`config.mk`:
```
export PLATFORM = sky130hd
export DESIGN_NAME = irq_cascade_ctrl
export DESIGN_NICKNAME = d
export VERILOG_FILES = /design/src/rtl/irq_cascade_pkg.sv /design/src/rtl/irq_cascade_regs.sv /design/src/rtl/irq_cascade_agg.sv /design/src/rtl/irq_cascade_bypass.sv /design/src/rtl/irq_cascade_ctrl.sv
export SDC_FILE = /design/constraint.sdc
export NUM_CORES = 1
export LEC_CHECK = 0
export BUFFER_PORTS_ARGS = -buffer_cell sky130_fd_sc_hd__clkbuf_2
export CORE_MARGIN = 3
export CORE_UTILIZATION = 52
export DETAILED_ROUTE_END_ITERATION = 8
export GPL_ROUTABILITY_DRIVEN = 0
export PLACE_DENSITY_LB_ADDON = 0.12
export SETUP_SLACK_MARGIN = 0.5
export SLEW_MARGIN = 20
export SYNTH_ARGS = -nofsm -noshare
export SYNTH_HDL_FRONTEND = slang
export SYNTH_SLANG_ARGS = --single-unit
```
`constraint.sdc`:
```
create_clock -name clk -period 2.84 [get_ports clk]
set_clock_uncertainty 0.15 [all_clocks]
set_input_delay 0.568 -clock clk [delete_from_list [all_inputs] [get_ports clk]]
set_output_delay 0.568 -clock clk [all_outputs]
set_load 0.01 [all_outputs]
```
`src/rtl/irq_cascade_pkg.sv`:
```
// Shared constants for the cascaded interrupt aggregator.
// Assumes an 8-byte register window addressed by byte offset.
package irq_cascade_pkg;
    localparam int ADDR_W = 3;
    localparam logic [ADDR_W-1:0] ENABLE_OFS = 3'h0;
    localparam logic [ADDR_W-1:0] STATUS_OFS = 3'h4;
endpackage

```
`src/rtl/irq_cascade_regs.sv`:
```
// Register window: enable register (read/write) and status register
// (read-only capture of the inputs, qualified by keep_mask).
// Assumes one access per cycle; read data is registered.
module irq_cascade_regs
    import irq_cascade_pkg::*;
#(
    parameter int NUM_LINES = 32
) (
    input  logic                 clk,
    input  logic                 rst_n,
    input  logic [NUM_LINES-1:0] irq_in,
    input  logic [NUM_LINES-1:0] keep_mask,
    input  logic                 bus_sel,
    input  logic                 bus_wr,
    input  logic [ADDR_W-1:0]    bus_addr,
    input  logic [NUM_LINES-1:0] bus_wdata,
    output logic [NUM_LINES-1:0] bus_rdata,
    output logic [NUM_LINES-1:0] enable_q,
    output logic [NUM_LINES-1:0] status_q
);
    logic [NUM_LINES-1:0] rdata_q;

    // Capture the qualified input levels every cycle.
    always_ff @(posedge clk) begin
        if (!rst_n) status_q <= '0;
        else        status_q <= irq_in & keep_mask;
    end

    // Software writes to the enable register.
    always_ff @(posedge clk) begin
        if (!rst_n)
            enable_q <= '0;
        else if (bus_sel && bus_wr && bus_addr == ENABLE_OFS)
            enable_q <= bus_wdata;
    end

    // Registered read data mux.
    always_ff @(posedge clk) begin
        if (!rst_n)
            rdata_q <= '0;
        else if (bus_sel && !bus_wr) begin
            case (bus_addr)
                ENABLE_OFS: rdata_q <= enable_q;
                STATUS_OFS: rdata_q <= status_q;
                default:    rdata_q <= '0;
            endcase
        end
    end

    assign bus_rdata = rdata_q;
endmodule

```
`src/rtl/irq_cascade_agg.sv`:
```
// Grouping stage: one registered OR-tree per parent output, plus the wake
// request. Assumes status already excludes unwired and forwarded lines.
module irq_cascade_agg #(
    parameter int NUM_LINES  = 32,
    parameter int NUM_GROUPS = 2,
    parameter logic [NUM_GROUPS-1:0][NUM_LINES-1:0] MAP_MASKS = '0,
    parameter logic [NUM_LINES-1:0] MAPPED_ALL = '0
) (
    input  logic                  clk,
    input  logic                  rst_n,
    input  logic [NUM_LINES-1:0]  status,
    input  logic [NUM_LINES-1:0]  enable,
    input  logic                  wake_en,
    output logic [NUM_GROUPS-1:0] agg_q,
    output logic                  wake_q
);
    logic [NUM_LINES-1:0] live;
    assign live = status & enable;

    for (genvar g = 0; g < NUM_GROUPS; g++) begin : g_group
        // Register the OR of the live lines that belong to this group.
        always_ff @(posedge clk) begin
            if (!rst_n) agg_q[g] <= 1'b0;
            else        agg_q[g] <= |(live & MAP_MASKS[g]);
        end
    end

    // Wake request when any grouped line is live.
    always_ff @(posedge clk) begin
        if (!rst_n) wake_q <= 1'b0;
        else        wake_q <= wake_en && |(live & MAPPED_ALL);
    end
endmodule

```
`src/rtl/irq_cascade_bypass.sv`:
```
// Bypass muxes: a forwarded line drives its dedicated output with no clock
// in the path, and a non-forwarded line leaves that output low.
module irq_cascade_bypass #(
    parameter int NUM_BYPASS = 3
) (
    input  logic [NUM_BYPASS-1:0] irq_low,
    input  logic [NUM_BYPASS-1:0] fwd_mask,
    output logic [NUM_BYPASS-1:0] byp_irq
);
    for (genvar i = 0; i < NUM_BYPASS; i++) begin : g_mux
        // Select either the raw line or a quiet level.
        always_comb byp_irq[i] = fwd_mask[i] ? irq_low[i] : 1'b0;
    end
endmodule

```
`src/rtl/irq_cascade_ctrl.sv`:
```
// Top of the cascaded interrupt aggregator. Lines 0..NUM_BYPASS-1 have
// bypass muxes. Each map mask selects the lines of one parent output.
// Assumes level-sensitive inputs that are synchronous to clk, and a
// fwd_mask that changes only while the affected lines are quiet.
module irq_cascade_ctrl
    import irq_cascade_pkg::*;
#(
    parameter int NUM_LINES  = 32,
    parameter int NUM_GROUPS = 2,
    parameter int NUM_BYPASS = 3,
    parameter logic [NUM_GROUPS-1:0][NUM_LINES-1:0] MAP_MASKS =
        {32'h0000_0140, 32'h0000_0EB8}
) (
    input  logic                  clk,
    input  logic                  rst_n,
    input  logic [NUM_LINES-1:0]  irq_in,
    input  logic [NUM_BYPASS-1:0] fwd_mask,
    input  logic                  wake_en,
    input  logic                  bus_sel,
    input  logic                  bus_wr,
    input  logic [ADDR_W-1:0]     bus_addr,
    input  logic [NUM_LINES-1:0]  bus_wdata,
    output logic [NUM_LINES-1:0]  bus_rdata,
    output logic [NUM_GROUPS-1:0] agg_irq,
    output logic [NUM_BYPASS-1:0] byp_irq,
    output logic                  wake_req
);
    function automatic logic [NUM_LINES-1:0] fold_maps();
        logic [NUM_LINES-1:0] acc = '0;
        for (int g = 0; g < NUM_GROUPS; g++) acc |= MAP_MASKS[g];
        return acc;
    endfunction

    localparam logic [NUM_LINES-1:0] MAPPED_ALL = fold_maps();
    localparam logic [NUM_LINES-1:0] BYP_BITS   =
        {{(NUM_LINES-NUM_BYPASS){1'b0}}, {NUM_BYPASS{1'b1}}};
    localparam logic [NUM_LINES-1:0] WIRED      = MAPPED_ALL | BYP_BITS;

    logic [NUM_LINES-1:0] fwd_wide;
    logic [NUM_LINES-1:0] keep_mask;
    logic [NUM_LINES-1:0] enable_q;
    logic [NUM_LINES-1:0] status_q;

    // Forwarded lines and unwired positions are kept out of the status path.
    always_comb begin
        fwd_wide  = {{(NUM_LINES-NUM_BYPASS){1'b0}}, fwd_mask};
        keep_mask = WIRED & ~fwd_wide;
    end

    irq_cascade_regs #(.NUM_LINES(NUM_LINES)) u_regs (
        .clk(clk), .rst_n(rst_n), .irq_in(irq_in), .keep_mask(keep_mask),
        .bus_sel(bus_sel), .bus_wr(bus_wr), .bus_addr(bus_addr),
        .bus_wdata(bus_wdata), .bus_rdata(bus_rdata),
        .enable_q(enable_q), .status_q(status_q)
    );

    irq_cascade_agg #(
        .NUM_LINES(NUM_LINES), .NUM_GROUPS(NUM_GROUPS),
        .MAP_MASKS(MAP_MASKS), .MAPPED_ALL(MAPPED_ALL)
    ) u_agg (
        .clk(clk), .rst_n(rst_n), .status(status_q), .enable(enable_q),
        .wake_en(wake_en), .agg_q(agg_irq), .wake_q(wake_req)
    );

    irq_cascade_bypass #(.NUM_BYPASS(NUM_BYPASS)) u_byp (
        .irq_low(irq_in[NUM_BYPASS-1:0]), .fwd_mask(fwd_mask),
        .byp_irq(byp_irq)
    );
endmodule

```
==> impl_metrics.py <==
metrics = {
    "status": {
        "outcome": "complete, no violations",
    },
    "sta": {
        "fmax_mhz": 573.2,
        "worst_slew_pin_slew_ns": 0.9031,
        "rsz0062_at_grt": "no",
        "setup_viol": 0,
        "fin_crit_sh_pct": 61.43,
        "hold_violations": 0,
        "finalCriticalPeriod_ns": 1.745,
        "maxSlewHeadroom_pct": 39.53,
        "slew_viol_final": 0,
        "whs_ns": 0.2491,
        "tns_ns": 0,
    },
    "clock_network": {
        "worstSkewPairLatency_ns": 0.34,
        "numClockSinks": 79,
        "cts_max_level": 3,
        "clk_path_buf_depth": 2,
        "cts_tree": "yes",
        "cts_resized": 0,
        "numCtsBuffers": 9,
        "root_buffer": "clkbuf_8",
        "path_clk_slew_ns": 0.08,
        "cts_hold_buf": 0,
        "post_cts_buffers": 0,
    },
    "global_route": {
        "grt_pass1_vias": 2535,
        "overflow": 0,
        "antenna_found_initial": 0,
        "grt_max_degree": 65,
        "grtUsageTotal_pct": 22.81,
        "grt_pass1_wl_mm": 11.65,
    },
    "pwr": {
        "p_clk_share_pct": 42.5,
        "p_leak_nw": 1.426,
        "sw_frac_of_total_pct": 22.20,
        "combinationalPowerShare_pct": 7.3,
        "p_per_area_nw_per_um2": 631.4,
        "ir_drop_mv": 0.3977,
        "p_seq_share_pct": 50.2,
        "switchingPower_mw": 0.5057,
        "internal-power_mw": 1.773,
    },
    "flow_run": {
        "drv_cap": 0,
    },
    "setup_path": {
        "path_buf_inv": 2,
        "crit_path_max_incr_delay_ns": 0.63,
        "cp-end-kind": "flop",
        "critical_path.top_delay_family": "simple AND/OR/NAND/NOR gates",
        "cp_slowest_cell": "nand2b_1",
        "critPathLaunchType": "primary input",
        "critPathKind": "primary input to flop",
        "path_max_fanout": 19,
        "cp.arrival_ns": 1.86,
        "path_cells": "clkbuf_2 -> nand2b_1 -> buf_4 -> nand2_1 -> a21oi_1",
        "required_ns": 2.96,
    },
    "min_path": {
        "hp-class": "primary input to flop",
    },
    "drt": {
        "drt_iter0_markers": 118,
        "wl_per_cell_microns": 14.64,
        "wl_mm": 7.100,
        "vias": 2660,
        "ant_nets": 0,
        "via_per_inst": 5.485,
        "first_pass_iters": 4,
        "drc": 0,
    },
    "finish": {
        "nets": 486,
        "layout_common_cells": "clkbuf_2 (92), dfxtp_1 (79), nand3_1 (52), a21oi_1 (52), o21ai_0 (39)",
        "drive_gt1_share_pct": 28.43,
        "area_growth_pct": 23.09,
        "multiInputGateArea_sq_um": 1184,
        "regArea_sq_um": 1582,
        "fillerInstances": 476,
        "layout_commonest_cell": "clkbuf_2",
        "antenna_cells": 0,
    },
    "floorplanning": {
        "die_h_microns": 81.09,
        "fp.dieArea_sq_um": 6575,
        "rows": 26,
        "start_util_pct": 55.63,
        "fp.coreArea_sq_um": 5270,
        "io_pins": 113,
        "die_x_microns": 81.09,
    },
    "logic_synthesis": {
        "syn_nets": 408,
        "synthDistinctLibCells": 23,
        "ys_seq_elements": 79,
        "syn_avg_cell_area_sq_um": 8.803,
        "yosysWarnings": 0,
        "synth_cells": 333,
        "seq_area_frac_synth_pct": 53.95,
        "synth.cell_area_sq_um": 2932,
    },
    "place": {
        "hpwlAfterDp_mm": 4.395,
        "port_buffers": 92,
    },
}
[cell families (layout without fill, tap and decap cells)]
group / after synthesis / after routing / share of synthesized area [%]
compound gates: 114 / 114 / 21.60
simple gates: 108 / 108 / 18.52
flops: 79 / 79 / 53.95
buf+inv: 32 / 114 / 5.932
[registers in the layout, summed over array words and instances, names as in the netlist]
name              count
u_agg.agg_q           2
u_regs.bus_rdata     32
u_regs.enable_q      32
u_regs.status_q      12
u_agg.wake_q          1
[worst paths after layout]
path	from	endpoint	slack, ns	depth (start not counted)
setup reg to reg	u_regs.status_q[7]	u_agg.wake_q	1.61	2
hold / removal	fwd_mask[1]	u_regs.status_q[1]	0.25	2
setup / recovery	bus_wr	u_regs.bus_rdata[23]	1.10	5
hold reg to reg	u_regs.bus_rdata[13]	u_regs.bus_rdata[13]	0.30	2
[per-layer routing]
metal  track usage (%)  vias to the layer above  share of wire [%]
li1                  -                     1339                  -
met1             29.46                     1215                 43
met2             37.03                      100                 49
met3             7.206                        6                7.8
met4             5.912                        0               0.89
met5                 0                        -                  0
[through the flow]
step	power (mW)	std cells	setup slack, ns	area, sq um	utilization [%]
after CTS	2.292	485	1.095	3608	68.47
after detailed placement	1.336	470	0.7459	3374	64.03
after global routing	2.361	485	0.9677	3608	68.47
final	2.278	485	1.095	3608	68.47
after global placement	1.334	470	0.8005	3374	64.03
after floorplan	1.260	333	1.210	2932	-
[layout make-up]
cell class / instances / share of cell area, %
clock buffers: 9 / 3.433
clock inverters: 6 / 3.051
inverters: 1 / 0.1040
multi-input cells: 222 / 32.80
flip-flops and latches: 79 / 43.83
well taps: 70 / 2.427
repair buffers: 98 / 14.36
[Yosys cell counts]
cell	instances	area share (%)
nor3b_1	4	1.0
nand2b_1	1	0.21
a21oi_1	52	8.9
o21ai_1	5	0.85
nor2_1	13	1.7
a22oi_1	3	0.77
clkbuf_2	1	0.17
a221oi_1	12	3.6
inv_1	1	0.13
nor3_4	1	0.55
nand3_1	52	8.9
and2_1	13	2.8
or3_4	1	0.38
clkbuf_1	18	2.3
buf_2	6	1.0
nand2_1	22	2.8
o21ai_0	39	6.7
a31oi_1	1	0.21
a41oi_1	1	0.30
a222oi_1	1	0.34
dfxtp_1	79	54
nor2b_1	1	0.21
buf_6	6	2.3
[worst register-to-register path, stage by stage, from the launching register on]
cell and delay [ns]:
dfxtp_1 0.32, a222oi_1 0.44, a41oi_1 0.18
[power groups by stage]
stage                     sequential [mW]  combinational, mW  clock, mW
after CTS                            1.14              0.168      0.980
after floorplan                      1.17             0.0886          0
after detailed placement             1.17              0.168          0
after global placement               1.17              0.165          0
final                                1.14              0.167      0.968
after global routing                 1.15              0.185       1.03
Note: power is estimated with default switching activity, not from simulation.
